==> config.mk <==
export PLATFORM = sky130hd
export DESIGN_NAME = twiddleQuarterGen
export DESIGN_NICKNAME = d
export VERILOG_FILES = /design/src/rtl/twiddlePkg.sv /design/src/rtl/twiddleRom.sv /design/src/rtl/twiddleCtrl.sv /design/src/rtl/twiddleDatapath.sv /design/src/rtl/twiddleQuarterGen.sv
export SDC_FILE = /design/constraint.sdc
export NUM_CORES = 1
export LEC_CHECK = 0
export BUFFER_PORTS_ARGS = -buffer_cell sky130_fd_sc_hd__buf_2
export CAP_MARGIN = 5
export CORE_MARGIN = 2
export CORE_UTILIZATION = 32
export DETAILED_ROUTE_END_ITERATION = 6
export GPL_TIMING_DRIVEN = 1
export PLACE_DENSITY = 0.5
export SLEW_MARGIN = 20
export SYNTH_ARGS = -nofsm -noshare
export SYNTH_HDL_FRONTEND = slang
export SYNTH_HIERARCHICAL = 1
export SYNTH_SLANG_ARGS = --single-unit
export TNS_END_PERCENT = 30
==> constraint.sdc <==
create_clock -name clk -period 4.5 [get_ports clk]
set_clock_uncertainty 0.05 [all_clocks]
set_input_delay 0.9 -clock clk [delete_from_list [all_inputs] [get_ports clk]]
set_output_delay 0.9 -clock clk [all_outputs]
set_load 0.01 [all_outputs]
==> src/rtl/twiddlePkg.sv <==
`timescale 1ns/1ps
package twiddlePkg;

  // Strobes passed from the control path to the datapath
  typedef struct packed {
    logic advance;    // pipeline moves on this edge
    logic zeroHit;    // low index bits were zero (aligned to memory output)
    logic upperHalf;  // index MSB (aligned to memory output)
  } twStrobe_t;

  localparam real PI_VAL = 3.14159265358979323846;

  // Sine by power series after folding into [-pi, pi]
  function automatic real seriesSine(input real angle);
    real x;
    real term;
    real sum;
    x = angle;
    while (x > PI_VAL) x = x - 2.0 * PI_VAL;
    while (x < -PI_VAL) x = x + 2.0 * PI_VAL;
    term = x;
    sum  = x;
    for (int n = 1; n < 24; n++) begin
      term = -term * x * x / (real'(2 * n) * real'(2 * n + 1));
      sum  = sum + term;
    end
    return sum;
  endfunction

  // Quantised negative sine of table entry idx, limited to the signed range
  function automatic longint quantNegSin(input int idx, input int fftLen,
                                         input int stride, input int width);
    real scale;
    real theta;
    real scaled;
    longint q;
    longint lim;
    scale = 1.0;
    for (int i = 0; i < width - 1; i++) scale = scale * 2.0;
    theta  = 2.0 * PI_VAL * real'(idx) * real'(stride) / real'(fftLen);
    scaled = -seriesSine(theta) * scale;
    q      = longint'($rtoi(scaled));
    lim    = longint'(1) <<< (width - 1);
    if (q >= lim) q = lim - 1;
    if (q < -lim) q = -lim;
    return q;
  endfunction

endpackage

==> src/rtl/twiddleRom.sv <==
`timescale 1ns/1ps
module twiddleRom #(
  parameter int WIDTH   = 18,
  parameter int DEPTH   = 8,
  parameter int FFT_LEN = 32,
  parameter int STRIDE  = 1,
  localparam int ADDR_W = (DEPTH > 1) ? $clog2(DEPTH) : 1
) (
  input  logic                     clk,
  input  logic                     rstN,
  input  logic                     readEn,
  input  logic [ADDR_W-1:0]        addrA,
  input  logic [ADDR_W-1:0]        addrB,
  output logic signed [WIDTH-1:0]  dataA,
  output logic signed [WIDTH-1:0]  dataB
);

  logic signed [WIDTH-1:0] romWords [DEPTH];

  // Quarter-wave table of negative sine, filled at elaboration
  for (genvar g = 0; g < DEPTH; g++) begin : gEntry
    localparam longint RAW = twiddlePkg::quantNegSin(g, FFT_LEN, STRIDE, WIDTH);
    assign romWords[g] = WIDTH'(RAW);
  end

  // Two registered read ports sharing the same contents
  always_ff @(posedge clk) begin
    if (!rstN) begin
      dataA <= '0;
      dataB <= '0;
    end else if (readEn) begin
      dataA <= romWords[addrA];
      dataB <= romWords[addrB];
    end
  end

endmodule

==> src/rtl/twiddleCtrl.sv <==
`timescale 1ns/1ps
module twiddleCtrl #(
  parameter int IDX_W = 4,
  localparam int LOW_W = IDX_W - 1
) (
  input  logic                   clk,
  input  logic                   rstN,
  input  logic                   ceEff,
  input  logic [IDX_W-1:0]       index,
  output logic [LOW_W-1:0]       realAddr,
  output logic [LOW_W-1:0]       imagAddr,
  output twiddlePkg::twStrobe_t  strobe
);

  logic [LOW_W-1:0] lowBits;
  logic [LOW_W-1:0] mirrorBits;
  logic             quadSel;
  logic             zeroS1, zeroS2;
  logic             upperS1, upperS2;

  assign lowBits    = index[LOW_W-1:0];
  assign quadSel    = index[IDX_W-1];
  assign mirrorBits = '0 - lowBits;

  // Stage 1: address register with quadrant swap
  always_ff @(posedge clk) begin
    if (!rstN) begin
      realAddr <= '0;
      imagAddr <= '0;
      zeroS1   <= 1'b0;
      upperS1  <= 1'b0;
    end else if (ceEff) begin
      realAddr <= quadSel ? lowBits : mirrorBits;
      imagAddr <= quadSel ? mirrorBits : lowBits;
      zeroS1   <= (lowBits == '0);
      upperS1  <= quadSel;
    end
  end

  // Stage 2: flags follow the memory read register
  always_ff @(posedge clk) begin
    if (!rstN) begin
      zeroS2  <= 1'b0;
      upperS2 <= 1'b0;
    end else if (ceEff) begin
      zeroS2  <= zeroS1;
      upperS2 <= upperS1;
    end
  end

  assign strobe.advance   = ceEff;
  assign strobe.zeroHit   = zeroS2;
  assign strobe.upperHalf = upperS2;

  // The two port addresses are always mirror images of each other
  AST_MIRROR_PAIR: assert property (@(posedge clk) disable iff (!rstN)
    LOW_W'(realAddr + imagAddr) == '0);

endmodule

==> src/rtl/twiddleDatapath.sv <==
`timescale 1ns/1ps
module twiddleDatapath #(
  parameter int WIDTH   = 18,
  parameter int DEPTH   = 8,
  parameter int FFT_LEN = 32,
  parameter int STRIDE  = 1,
  localparam int ADDR_W = (DEPTH > 1) ? $clog2(DEPTH) : 1
) (
  input  logic                     clk,
  input  logic                     rstN,
  input  logic [ADDR_W-1:0]        realAddr,
  input  logic [ADDR_W-1:0]        imagAddr,
  input  twiddlePkg::twStrobe_t    strobe,
  output logic signed [WIDTH-1:0]  twRe,
  output logic signed [WIDTH-1:0]  twIm
);

  localparam logic signed [WIDTH-1:0] PLUS_ONE  = {1'b0, {(WIDTH-1){1'b1}}};
  localparam logic signed [WIDTH-1:0] MINUS_ONE = {1'b1, {(WIDTH-1){1'b0}}};

  logic signed [WIDTH-1:0] romRe;
  logic signed [WIDTH-1:0] romIm;

  twiddleRom #(
    .WIDTH  (WIDTH),
    .DEPTH  (DEPTH),
    .FFT_LEN(FFT_LEN),
    .STRIDE (STRIDE)
  ) rom_i (
    .clk   (clk),
    .rstN  (rstN),
    .readEn(strobe.advance),
    .addrA (realAddr),
    .addrB (imagAddr),
    .dataA (romRe),
    .dataB (romIm)
  );

  // Stage 3: symmetry patch and output register
  always_ff @(posedge clk) begin
    if (!rstN) begin
      twRe <= '0;
      twIm <= '0;
    end else if (strobe.advance) begin
      twIm <= (strobe.zeroHit && strobe.upperHalf) ? MINUS_ONE : romIm;
      if (strobe.zeroHit && !strobe.upperHalf)
        twRe <= PLUS_ONE;
      else if (strobe.upperHalf)
        twRe <= romRe;
      else
        twRe <= -romRe;
    end
  end

  // A word that gets negated must never be the most negative code
  AST_NO_NEG_WRAP: assert property (@(posedge clk) disable iff (!rstN)
    (strobe.advance && !strobe.upperHalf) |-> (romRe != MINUS_ONE));

endmodule

==> src/rtl/twiddleQuarterGen.sv <==
`timescale 1ns/1ps
module twiddleQuarterGen #(
  parameter int WIDTH   = 18,
  parameter int FFT_LEN = 32,
  parameter int NUM_TW  = 16,
  parameter bit USE_CE  = 1'b1,
  localparam int IDX_W  = $clog2(NUM_TW),
  localparam int HALF   = NUM_TW / 2,
  localparam int STRIDE = FFT_LEN / (2 * NUM_TW)
) (
  input  logic                     clk,
  input  logic                     rstN,
  input  logic                     ce,
  input  logic [IDX_W-1:0]         index,
  output logic signed [WIDTH-1:0]  twRe,
  output logic signed [WIDTH-1:0]  twIm
);

  localparam logic signed [WIDTH-1:0] PLUS_ONE  = {1'b0, {(WIDTH-1){1'b1}}};
  localparam logic signed [WIDTH-1:0] MINUS_ONE = {1'b1, {(WIDTH-1){1'b0}}};
  localparam logic [IDX_W-1:0]        MID_IDX   = {1'b1, {(IDX_W-1){1'b0}}};

  // Geometry check at elaboration
  if (NUM_TW < 8 || (1 << IDX_W) != NUM_TW || STRIDE < 1 ||
      STRIDE * 2 * NUM_TW != FFT_LEN) begin : gBadGeometry
    $error("twiddleQuarterGen: unsupported FFT_LEN/NUM_TW combination");
  end

  logic ceEff;
  if (USE_CE) begin : gWithCe
    assign ceEff = ce;
  end else begin : gNoCe
    assign ceEff = 1'b1;
  end

  logic [IDX_W-2:0]       realAddr;
  logic [IDX_W-2:0]       imagAddr;
  twiddlePkg::twStrobe_t  strobe;

  twiddleCtrl #(
    .IDX_W(IDX_W)
  ) ctrl_i (
    .clk     (clk),
    .rstN    (rstN),
    .ceEff   (ceEff),
    .index   (index),
    .realAddr(realAddr),
    .imagAddr(imagAddr),
    .strobe  (strobe)
  );

  twiddleDatapath #(
    .WIDTH  (WIDTH),
    .DEPTH  (HALF),
    .FFT_LEN(FFT_LEN),
    .STRIDE (STRIDE)
  ) dp_i (
    .clk     (clk),
    .rstN    (rstN),
    .realAddr(realAddr),
    .imagAddr(imagAddr),
    .strobe  (strobe),
    .twRe    (twRe),
    .twIm    (twIm)
  );

  // Edges since reset, saturating, so three-deep history is only used once valid
  logic [1:0] warmCnt;
  always_ff @(posedge clk) begin
    if (!rstN) warmCnt <= '0;
    else if (warmCnt != 2'd3) warmCnt <= warmCnt + 2'd1;
  end

  AST_RESET_ZERO: assert property (@(posedge clk)
    !rstN |=> (twRe == '0 && twIm == '0));

  AST_STALL_HOLD: assert property (@(posedge clk) disable iff (!rstN)
    !ceEff |=> ($stable(twRe) && $stable(twIm)));

  AST_IM_NOT_POSITIVE: assert property (@(posedge clk) disable iff (!rstN)
    !twIm[WIDTH-1] |-> (twIm == '0));

  AST_ZERO_IDX_UNIT: assert property (@(posedge clk) disable iff (!rstN)
    (warmCnt == 2'd3 && $past(ceEff) && $past(ceEff, 2) && $past(ceEff, 3) &&
     $past(index, 3) == '0) |-> (twRe == PLUS_ONE && twIm == '0));

  AST_MID_IDX_MINUS_J: assert property (@(posedge clk) disable iff (!rstN)
    (warmCnt == 2'd3 && $past(ceEff) && $past(ceEff, 2) && $past(ceEff, 3) &&
     $past(index, 3) == MID_IDX) |-> (twRe == '0 && twIm == MINUS_ONE));

endmodule

==> impl_results.md, run 1 <==
- #FFs+latches synth: 81
- Post-Synthesis Cell Area: 3770 um^2
- Overflow left after global routing: 0
- Worst path cell trace: buf_4, a21boi_2, and4_1, o31a_1
- Critical path launch point type: input port
- Start-to-end type of the worst setup path: input port to register
- Via density: 4.86
- Type of the tightest min-delay check: register to register
- Final design area excluding fillers: 4310 um^2
- Boundary pin count: 43
- Hold violation count in the final report: 0
- Half-perimeter wire length of the detailed placement result: 5.36 mm
- Total power divided by cell area: 431 nW/um^2
- Area after DPL: 3980 um^2
- Port Buf Inserts: 42
- # diodes: 0
- Sequential element share of the synthesized area: 43.0%
- Area of the core: 11500 um^2
- Hold buffers post-CTS: 0
- Number of antenna violations at the first check in global routing: 0
- Post-CTS Resized: 0
- Type of element capturing the critical path: register
- Unrepaired setup endpoints after global routing: no
- First-pass iteration count of the detailed router: 5
- Clock root buffer master: sky130_fd_sc_hd__clkbuf_16
- Delay of the slowest cell on the worst path: 0.70 ns
- Count of different cell masters after synthesis: 40
- Maximum buffer depth of the clock tree: 2
- Share of cells above drive strength 1: 15.3%
- Worst-Margin Slew: 0.907 ns
- RePlAce Congestion: 0.758
- Synth top area share: 43.0%
- Clock network latency to the later pin of the worst-skew pair: 0.34 ns
- Die extent in x: 113 um
- Asr flop ratio synth: 0%
- Status: finished clean
- Maximum operating frequency: 0.439 GHz
- Data required time at the worst endpoint: 4.73 ns
- Via total after detailed routing: 2850
- Maximum number of pins on one net before global-route repair: 62
- Yosys synthesis warning count: 6
- Mapped Nets: 441
- Number of rows created at floorplan: 39
- Post-layout minimum cycle time: 2.28 ns
- Post-Route WL: 8.18 mm
- Initial Util: 32.9%
- First-iteration detailed-routing DRC count: 203
- Clock edge transition at the registers on the reported setup and hold paths: 0.06 ns
- Final-layout setup total negative slack: 0 ns
- PnR Total Power: 1860 uW
- EDFF count, synth: 0
- Maximum ir drop on the vdd rail: 0.206 mV
- Mean post-synth cell area: 9.03 um^2
- Cell at the slowest stage of the critical path: sky130_fd_sc_hd__a21boi_2
- Num CTS Buffers: 9
- Setup bufs post-CTS: 0
- Cell count after placement: 571
- Overall routing resource usage: 13.6%
- Maximum fanout along the worst path: 61
- Number of nets at the end of the flow: 463
- Data arrival time of the critical path: 2.51 ns
- Die Outline Area: 12700 um^2
- Clock sinks: 81
- Number of instances in the synthesized netlist: 417
- Wire length per cell: 13.9 um
- Static Leak: 0.00173 uW
- Top flip-flop cell by instance count after synthesis: sky130_fd_sc_hd__dfxtp_1
- Number of global-route vias before repair: 2664
- # DRC: 0
- Die Y: 113 um
- Count of pins over their slew limit: 0
- Largest area contributor in the synthesized netlist: sky130_fd_sc_hd__dfxtp_1
- Post-layout instance count excluding filler cells: 587
- Worst max-slew margin expressed relative to the limit: 39.5%
- Share of the clock period used by the worst path after layout: 50.6%
- TritonCTS clock tree: done
- Top cells by area, synth: sky130_fd_sc_hd__dfxtp_1, sky130_fd_sc_hd__nor2b_1, sky130_fd_sc_hd__a21oi_1
- H-Tree Depth: 3
- Final-report setup violation count: 0
- Antenna violation net count after detailed routing: 0
- Wire length of the first global-routing pass: 13.8 mm
- Max capacitance violation total: 0
- P&R area growth vs syn: 14.3%
layout by cell type (no fill, tap or decap), types with 15 or more instances in the layout:
cell / instances
sky130_fd_sc_hd__a21oi_1: 50
sky130_fd_sc_hd__a31oi_1: 22
sky130_fd_sc_hd__buf_2: 41
sky130_fd_sc_hd__dfxtp_1: 81
sky130_fd_sc_hd__ha_1: 17
sky130_fd_sc_hd__mux2i_1: 15
sky130_fd_sc_hd__nand2b_1: 16
sky130_fd_sc_hd__nor2_1: 16
sky130_fd_sc_hd__nor2b_1: 41
sky130_fd_sc_hd__o21ai_0: 39
power by group:
group	internal (uW)	total (uW)	switching (uW)
clock network	514	804	290
logic	102	236	134
registers	768	817	48.8
worst paths after layout:
check	slack, ns	depth (start not counted)	from	endpoint
setup reg to reg	2.23	4	ctrl_i/upperS2	dp_i/twRe[17]
setup / recovery	2.22	4	ce	dp_i/twRe[17]
hold reg to reg	0.40	2	dp_i/rom_i/dataB[17]	dp_i/twIm[17]
hold / removal	0.40	2	dp_i/rom_i/dataB[17]	dp_i/twIm[17]
through the flow:
| stage | worst slack, ns | util [%] | hold WS, ns |
|---|---|---|---|
| 6_report | 2.22 | 37.5 | 0.402 |
| 5_1_grt | 1.99 | 37.5 | 0.440 |
| 4_1_cts | 2.23 | 37.5 | 0.401 |
| 3_5_place_dp | 1.87 | 34.7 | 0.396 |
| 3_3_place_gp | 1.90 | 34.7 | 0.389 |
| 2_1_floorplan | 2.41 | - | 0.370 |
state kept, by name, summed over array words and instances (netlist names):
name / flops
dp_i/twRe: 18
dp_i/rom_i/dataB: 18
ctrl_i/imagAddr: 2
ctrl_i/realAddr: 3
ctrl_i/zeroS1: 1
dp_i/rom_i/dataA: 18
dp_i/twIm: 18
ctrl_i/upperS2: 1
ctrl_i/upperS1: 1
ctrl_i/zeroS2: 1
routing by layer:
metal	vias to the layer above	wire length [um]	GRT usage (%)
li1	1484	-	-
met1	1302	4570	20.7
met2	51	3120	17.9
met3	13	335	3.29
met4	0	153	6.34
met5	-	0	0
kinds of logic (layout without fill, tap and decap cells):
group / count (synthesis) / count (layout) / share of synthesized area, %
compound gates: 138 / 138 / 20.7
simple gates: 106 / 106 / 16.8
flops: 81 / 81 / 43.0
buf+inv: 46 / 73 / 6.58
fa+ha+maj: 17 / 17 / 5.65
mux: 15 / 15 / 3.99
xor+xnor: 14 / 14 / 3.25
Yosys cell counts (13+ instances only):
library cell	n
sky130_fd_sc_hd__dfxtp_1	81
sky130_fd_sc_hd__nor2_1	16
sky130_fd_sc_hd__ha_1	17
sky130_fd_sc_hd__nor2b_1	41
sky130_fd_sc_hd__a31oi_1	22
sky130_fd_sc_hd__a21oi_1	50
sky130_fd_sc_hd__nand2b_1	16
sky130_fd_sc_hd__mux2i_1	15
sky130_fd_sc_hd__o21ai_0	39
sky130_fd_sc_hd__inv_1	13
worst max-delay path, delay by kind of cell:
family / cells / cell delay [ns]
and+or+nand+nor: 1 / 0.31
buffers and inverters: 1 / 0.43
AOI/OAI and AO/OA: 2 / 0.83
final cells by class:
class / instances / area (um^2)
clock inverter: 5 / 77.6
tap: 143 / 179
inverter: 13 / 48.8
fill: 1175 / 7160
sequential: 81 / 1620
timing repair buffer: 44 / 228
multi-input combinational: 290 / 1900
clock buffer: 11 / 253
No activity file was read; power rests on OpenSTA's default activity.
==> run 2, diff against run 1 <==
==> constraint.sdc (replaced) <==
create_clock -name clk -period 2.1 [get_ports clk]
set_clock_uncertainty 0.05 [all_clocks]
set_input_delay 0.42 -clock clk [delete_from_list [all_inputs] [get_ports clk]]
set_output_delay 0.42 -clock clk [all_outputs]
set_load 0.01 [all_outputs]
==> run 2 against run 1 <==
Effect of this change: power rose by 110%; core utilization rose by 0.45 points; combinational power rose by 130%; die area did not move; wire length rose by 2.2%; first-iteration DRC count fell by 2.5%; sequential share of layout area fell by 0.44 points; critical path type is now register to register; critical endpoint unchanged; highest routed layer unchanged.
==> impl_results.md, run 2 (same netlist as run 1, synthesis figures left out) <==
- H-Tree Depth: 3
- Unrepaired setup endpoints after global routing: no
- Filler cells: 1173
- Worst path cell trace: nor3_1, nand3b_1, nor2_1, a21oi_2, o31a_1
- Maximum buffer depth of the clock tree: 2
- Area after DPL: 4050 um^2
- Gate family responsible for the most delay along the worst path: simple AND/OR/NAND/NOR gates
- Worst r2r dst: dp_i/twRe[17]
- Type of the tightest min-delay check: input port to register
- Post-layout minimum cycle time: 1.84 ns
- Final-layout setup total negative slack: 0 ns
- First-pass iteration count of the detailed router: 5
- Number of global-route vias before repair: 2649
- # diodes: 0
- RePlAce Congestion: 0.795
- Worst r2r path cells: 5
- Die extent in x: 113 um
- TritonCTS clock tree: done
- Crit path buffers/inverters: 0
- Final-report setup violation count: 0
- Hold buffers post-CTS: 0
- Boundary pin count: 43
- Finished Core Util: 38.0%
- Reg-to-Reg Start: dp_i/rom_i/dataA[2]
- Initial Util: 32.9%
- Share of cells above drive strength 1: 16.6%
- Delay of the slowest cell on the worst path: 0.45 ns
- Total power divided by cell area: 889 nW/um^2
- Port Buf Inserts: 42
- Number of nets at the end of the flow: 470
- Data required time at the worst endpoint: 2.28 ns
- Worst slack at placement: 0.318 ns
- Wire length of the first global-routing pass: 13.8 mm
- Critical path origin: dp_i/rom_i/dataA[2]
- Die Y: 113 um
- Worst path depth: 5
- Number of rows created at floorplan: 39
- Critical path launch point type: register
- Via total after detailed routing: 2883
- Final design area excluding fillers: 4360 um^2
- Cell at the slowest stage of the critical path: sky130_fd_sc_hd__nor3_1
- Clock root buffer master: sky130_fd_sc_hd__clkbuf_16
- Count of pins over their slew limit: 0
- Worst max-slew margin expressed relative to the limit: 57.2%
- Maximum operating frequency: 0.542 GHz
- Maximum number of pins on one net before global-route repair: 57
- Number of antenna violations at the first check in global routing: 0
- Half-perimeter wire length of the detailed placement result: 5.65 mm
- Antenna violation net count after detailed routing: 0
- Hold violation count in the final report: 0
- Max capacitance violation total: 0
- Overflow left after global routing: 0
- Die Outline Area: 12700 um^2
- Type of element capturing the critical path: register
- Worst setup slack for register-to-register paths: 0.26 ns
- Commonest cells after routing, fill and taps aside: sky130_fd_sc_hd__dfxtp_1, sky130_fd_sc_hd__a21oi_1, sky130_fd_sc_hd__nor2b_1, sky130_fd_sc_hd__buf_2, sky130_fd_sc_hd__o21ai_0
- Static Leak: 0.00175 uW
- Wire length per cell: 14.1 um
- Overall routing resource usage: 13.5%
- Area of the core: 11500 um^2
- Clock network latency to the later pin of the worst-skew pair: 0.34 ns
- Clock edge transition at the registers on the reported setup and hold paths: 0.06 ns
- Data arrival time of the critical path: 2.02 ns
- Most frequent standard cell in the layout excluding fill and tap cells: sky130_fd_sc_hd__dfxtp_1
- Clock sinks: 81
- Cell count of the worst hold path: 3
- Maximum fanout along the worst path: 5
- Post-Route WL: 8.36 mm
- # DRC: 0
- Num CTS Buffers: 9
- P&R area growth vs syn: 15.6%
- Share of the clock period used by the worst path after layout: 87.8%
- Start-to-end type of the worst setup path: register to register
- Status: finished clean
- First-iteration detailed-routing DRC count: 198
- Setup bufs post-CTS: 0
- Via density: 4.85
- Post-CTS Resized: 0
- Worst-Margin Slew: 0.642 ns
- Min Hold Slack: 0.333 ns
- Timing endpoint of the critical path: dp_i/twRe[17]
- Setup slack after layout: 0.256 ns
- Maximum ir drop on the vdd rail: 0.440 mV
## run 2: changes by cell type in the layout (fill, tap and decap cells not counted), sizes merged
cell and change:
buf +7, bufinv -1, clkbuf -2, clkinv -1, clkinvlp +2, inv +2
## run 2: layout make-up
| type | count | area [um^2] | area share [%] |
|---|---|---|---|
| Clock buffer | 9 | 225 | 5.17 |
| Timing Repair Buffer | 51 | 305 | 7.01 |
| Tap cell | 143 | 179 | 4.11 |
| Sequential cell | 81 | 1620 | 37.2 |
| Inverter | 13 | 48.8 | 1.12 |
| Multi-Input combinational cell | 290 | 1900 | 43.6 |
| Clock inverter | 7 | 78.8 | 1.81 |
## run 2: stage by stage
step	power [uW]	instances
2_1_floorplan	2160	417
3_3_place_gp	2300	578
3_5_place_dp	2310	578
4_1_cts	3930	594
5_1_grt	4050	594
6_report	3870	594
## run 2: tightest hold or removal path, delay by kind of cell
kind,cells,cell delay (ns)
buffers and inverters,1,0.10
multiplexers,1,0.07
AND/OR/NAND/NOR,1,0.10
## run 2: how the worst min path moves through the flow
stage | from | endpoint | slack (ns)
after global placement | dp_i/rom_i/dataB[17] | dp_i/twIm[17] | 0.38
after detailed placement | dp_i/rom_i/dataB[17] | dp_i/twIm[17] | 0.39
after global routing | index[0] | ctrl_i/realAddr[0] | 0.35
final | index[0] | ctrl_i/realAddr[0] | 0.33
after CTS | index[0] | ctrl_i/realAddr[0] | 0.33
after floorplan | dp_i/rom_i/dataB[17] | dp_i/twIm[17] | 0.37
## run 2: report_power, final
part	switching, uW	total [uW]	internal, uW	leakage, uW
clock	667	1600	931	0.000139
sequential	98.2	1740	1650	0.000668
combinational	299	531	232	0.000941
total	1060	3870	2810	0.00175
## run 2: routing by layer
metal	share of wire, %	global-route usage, %	vias up	wire [um]
li1	-	-	1499	-
met1	54	20.2	1317	4550
met2	39	18.4	56	3280
met3	4.5	2.86	11	379
met4	1.7	6.34	0	146
met5	0	0	-	0
==> run 3, diff against run 2 <==
--- a/config.mk
+++ b/config.mk
@@ -5,13 +5,13 @@
 export SDC_FILE = /design/constraint.sdc
 export NUM_CORES = 1
 export LEC_CHECK = 0
-export BUFFER_PORTS_ARGS = -buffer_cell sky130_fd_sc_hd__buf_2
 export CAP_MARGIN = 5
 export CORE_MARGIN = 2
 export CORE_UTILIZATION = 32
 export DETAILED_ROUTE_END_ITERATION = 6
+export DONT_BUFFER_PORTS = 1
 export GPL_TIMING_DRIVEN = 1
-export PLACE_DENSITY = 0.5
+export PLACE_DENSITY = 0.47
 export SLEW_MARGIN = 20
 export SYNTH_ARGS = -nofsm -noshare
 export SYNTH_HDL_FRONTEND = slang
==> run 3 against run 2 <==
Effect of this change: final area shrank 6.7%; global-route usage is 0.43 points higher; count of clock-buffer cells in the layout rose by 4; wire length increased by 0.43%; combinational power shrank 26%; critical path depth stayed put; die area unchanged; sequential share of layout area rose by 2.7 points; via count decreased by 6.3%; sequential power rose by 2%; register-to-register slack improved by 0.098 ns; largest power group unchanged; fmax increased by 5.6%.
==> impl_results.md, run 3 (same netlist as run 1, synthesis figures left out) <==
- Via density: 4.95
- Post-Route WL: 8.40 mm
- P&R area growth vs syn: 7.84%
- Data arrival time of the critical path: 1.92 ns
- Maximum ir drop on the vdd rail: 0.516 mV
- Maximum fanout along the worst path: 5
- Cell count after placement: 533
- Post-layout instance count excluding filler cells: 546
- Worst setup slack for register-to-register paths: 0.35 ns
- Reg-to-Reg Start: dp_i/rom_i/dataA[2]
- Status: finished clean
- Die Outline Area: 12700 um^2
- Unrepaired setup endpoints after global routing: no
- Die Y: 113 um
- Num CTS Buffers: 9
- Clock edge transition at the registers on the reported setup and hold paths: 0.05 ns
- Critical path origin: dp_i/rom_i/dataA[2]
- Type of the tightest min-delay check: input port to register
- Number of antenna violations at the first check in global routing: 0
- Boundary pin count: 43
- Final-layout setup total negative slack: 0 ns
- TritonCTS clock tree: done
- First-pass iteration count of the detailed router: 6
- Post-layout minimum cycle time: 1.75 ns
- Overall routing resource usage: 14.0%
- Commonest cells after routing, fill and taps aside: sky130_fd_sc_hd__dfxtp_1, sky130_fd_sc_hd__a21oi_1, sky130_fd_sc_hd__nor2b_1
- Total power divided by cell area: 891 nW/um^2
- Share of cells above drive strength 1: 6.45%
- Area after DPL: 3790 um^2
- Port Buf Inserts: 0
- Worst r2r path cells: 5
- Max capacitance violation total: 0
- Timing endpoint of the critical path: dp_i/twRe[13]
- RePlAce Congestion: 0.783
- Start-to-end type of the worst setup path: register to register
- Worst r2r dst: dp_i/twRe[13]
- Worst max-slew margin expressed relative to the limit: 35.6%
- Filler cells: 1187
- # DRC: 0
- Wire length of the first global-routing pass: 14.0 mm
- Final-report setup violation count: 0
- Number of global-route vias before repair: 2599
- Count of pins over their slew limit: 0
- Area of the core: 11500 um^2
- # diodes: 0
- Antenna violation net count after detailed routing: 0
- Number of rows created at floorplan: 39
- Data required time at the worst endpoint: 2.28 ns
- Critical path launch point type: register
- Maximum number of pins on one net before global-route repair: 120
- Worst-Margin Slew: 0.960 ns
- Share of the clock period used by the worst path after layout: 83.1%
- Maximum buffer depth of the clock tree: 2
- PnR Total Power: 3620 uW
- Die extent in x: 113 um
- Setup bufs post-CTS: 0
- Via total after detailed routing: 2701
- Static Leak: 0.00151 uW
- Maximum operating frequency: 0.573 GHz
- Type of element capturing the critical path: register
- Wire length per cell: 15.4 um
- Most frequent standard cell in the layout excluding fill and tap cells: sky130_fd_sc_hd__dfxtp_1
- Hold violation count in the final report: 0
- Finished Core Util: 35.4%
- First-iteration detailed-routing DRC count: 227
- H-Tree Depth: 3
- Number of nets at the end of the flow: 425
- Clock root buffer master: sky130_fd_sc_hd__clkbuf_16
- Clock sinks: 81
- Initial Util: 32.9%
- Clock network latency to the later pin of the worst-skew pair: 0.34 ns
- Half-perimeter wire length of the detailed placement result: 5.27 mm
- Hold buffers post-CTS: 0
- Overflow left after global routing: 0
- Final design area excluding fillers: 4060 um^2
- Post-CTS Resized: 0
## run 3: changes by cell type in the layout (fill, tap and decap cells not counted), sizes merged
| cell | before | now |
|---|---|---|
| clkbuf | 9 | 13 |
| buf | 51 | 6 |
| clkinvlp | 3 | 0 |
| inv | 15 | 13 |
| clkinv | 1 | 0 |
| bufinv | 1 | 0 |
## run 3: layer usage
metal,GRT usage [%],wire [um]
met1,20.7,4550
met2,17.4,3210
met3,5.83,513
met4,5.69,124
met5,0,0
## run 3: worst min path at each step
stage                              start                  to  slack, ns  cells past startpoint
finish                                ce  ctrl_i/realAddr[1]       0.13                      1
floorplan           dp_i/rom_i/dataB[17]       dp_i/twIm[17]       0.37                      2
global route                          ce  ctrl_i/realAddr[1]       0.11                      1
CTS                                   ce  ctrl_i/imagAddr[1]       0.11                      1
global placement    dp_i/rom_i/dataB[17]       dp_i/twIm[17]       0.39                      2
detailed placement  dp_i/rom_i/dataB[17]       dp_i/twIm[17]       0.39                      2
## run 3: per-stage QoR
| stage | hold WS, ns | worst slack [ns] |
|---|---|---|
| 2_1_floorplan | 0.370 | 0.491 |
| 3_3_place_gp | 0.385 | 0.397 |
| 3_5_place_dp | 0.391 | 0.355 |
| 4_1_cts | 0.114 | 0.354 |
| 5_1_grt | 0.113 | 0.161 |
| 6_report | 0.128 | 0.354 |
## run 3: power breakdown
| group | switching [uW] | internal [uW] | total, uW |
|---|---|---|---|
| combinational | 202 | 189 | 391 |
| sequential | 129 | 1650 | 1780 |
| clock | 574 | 878 | 1450 |
## run 3: area by class of cell
type	count	area, um^2	area share [%]
Inverter	13	48.8	1.20
Multi-Input combinational cell	290	1900	46.7
Clock buffer	13	270	6.65
Timing Repair Buffer	6	45.0	1.11
Sequential cell	81	1620	39.9
Tap cell	143	179	4.40
## run 3: critical path, cell delays in order (launching register included)
cell and delay (ns):
sky130_fd_sc_hd__dfxtp_1 0.34, sky130_fd_sc_hd__nor3_1 0.41, sky130_fd_sc_hd__nand3b_1 0.26, sky130_fd_sc_hd__o41ai_2 0.31
sky130_fd_sc_hd__xor2_1 0.19, sky130_fd_sc_hd__a21oi_1 0.08
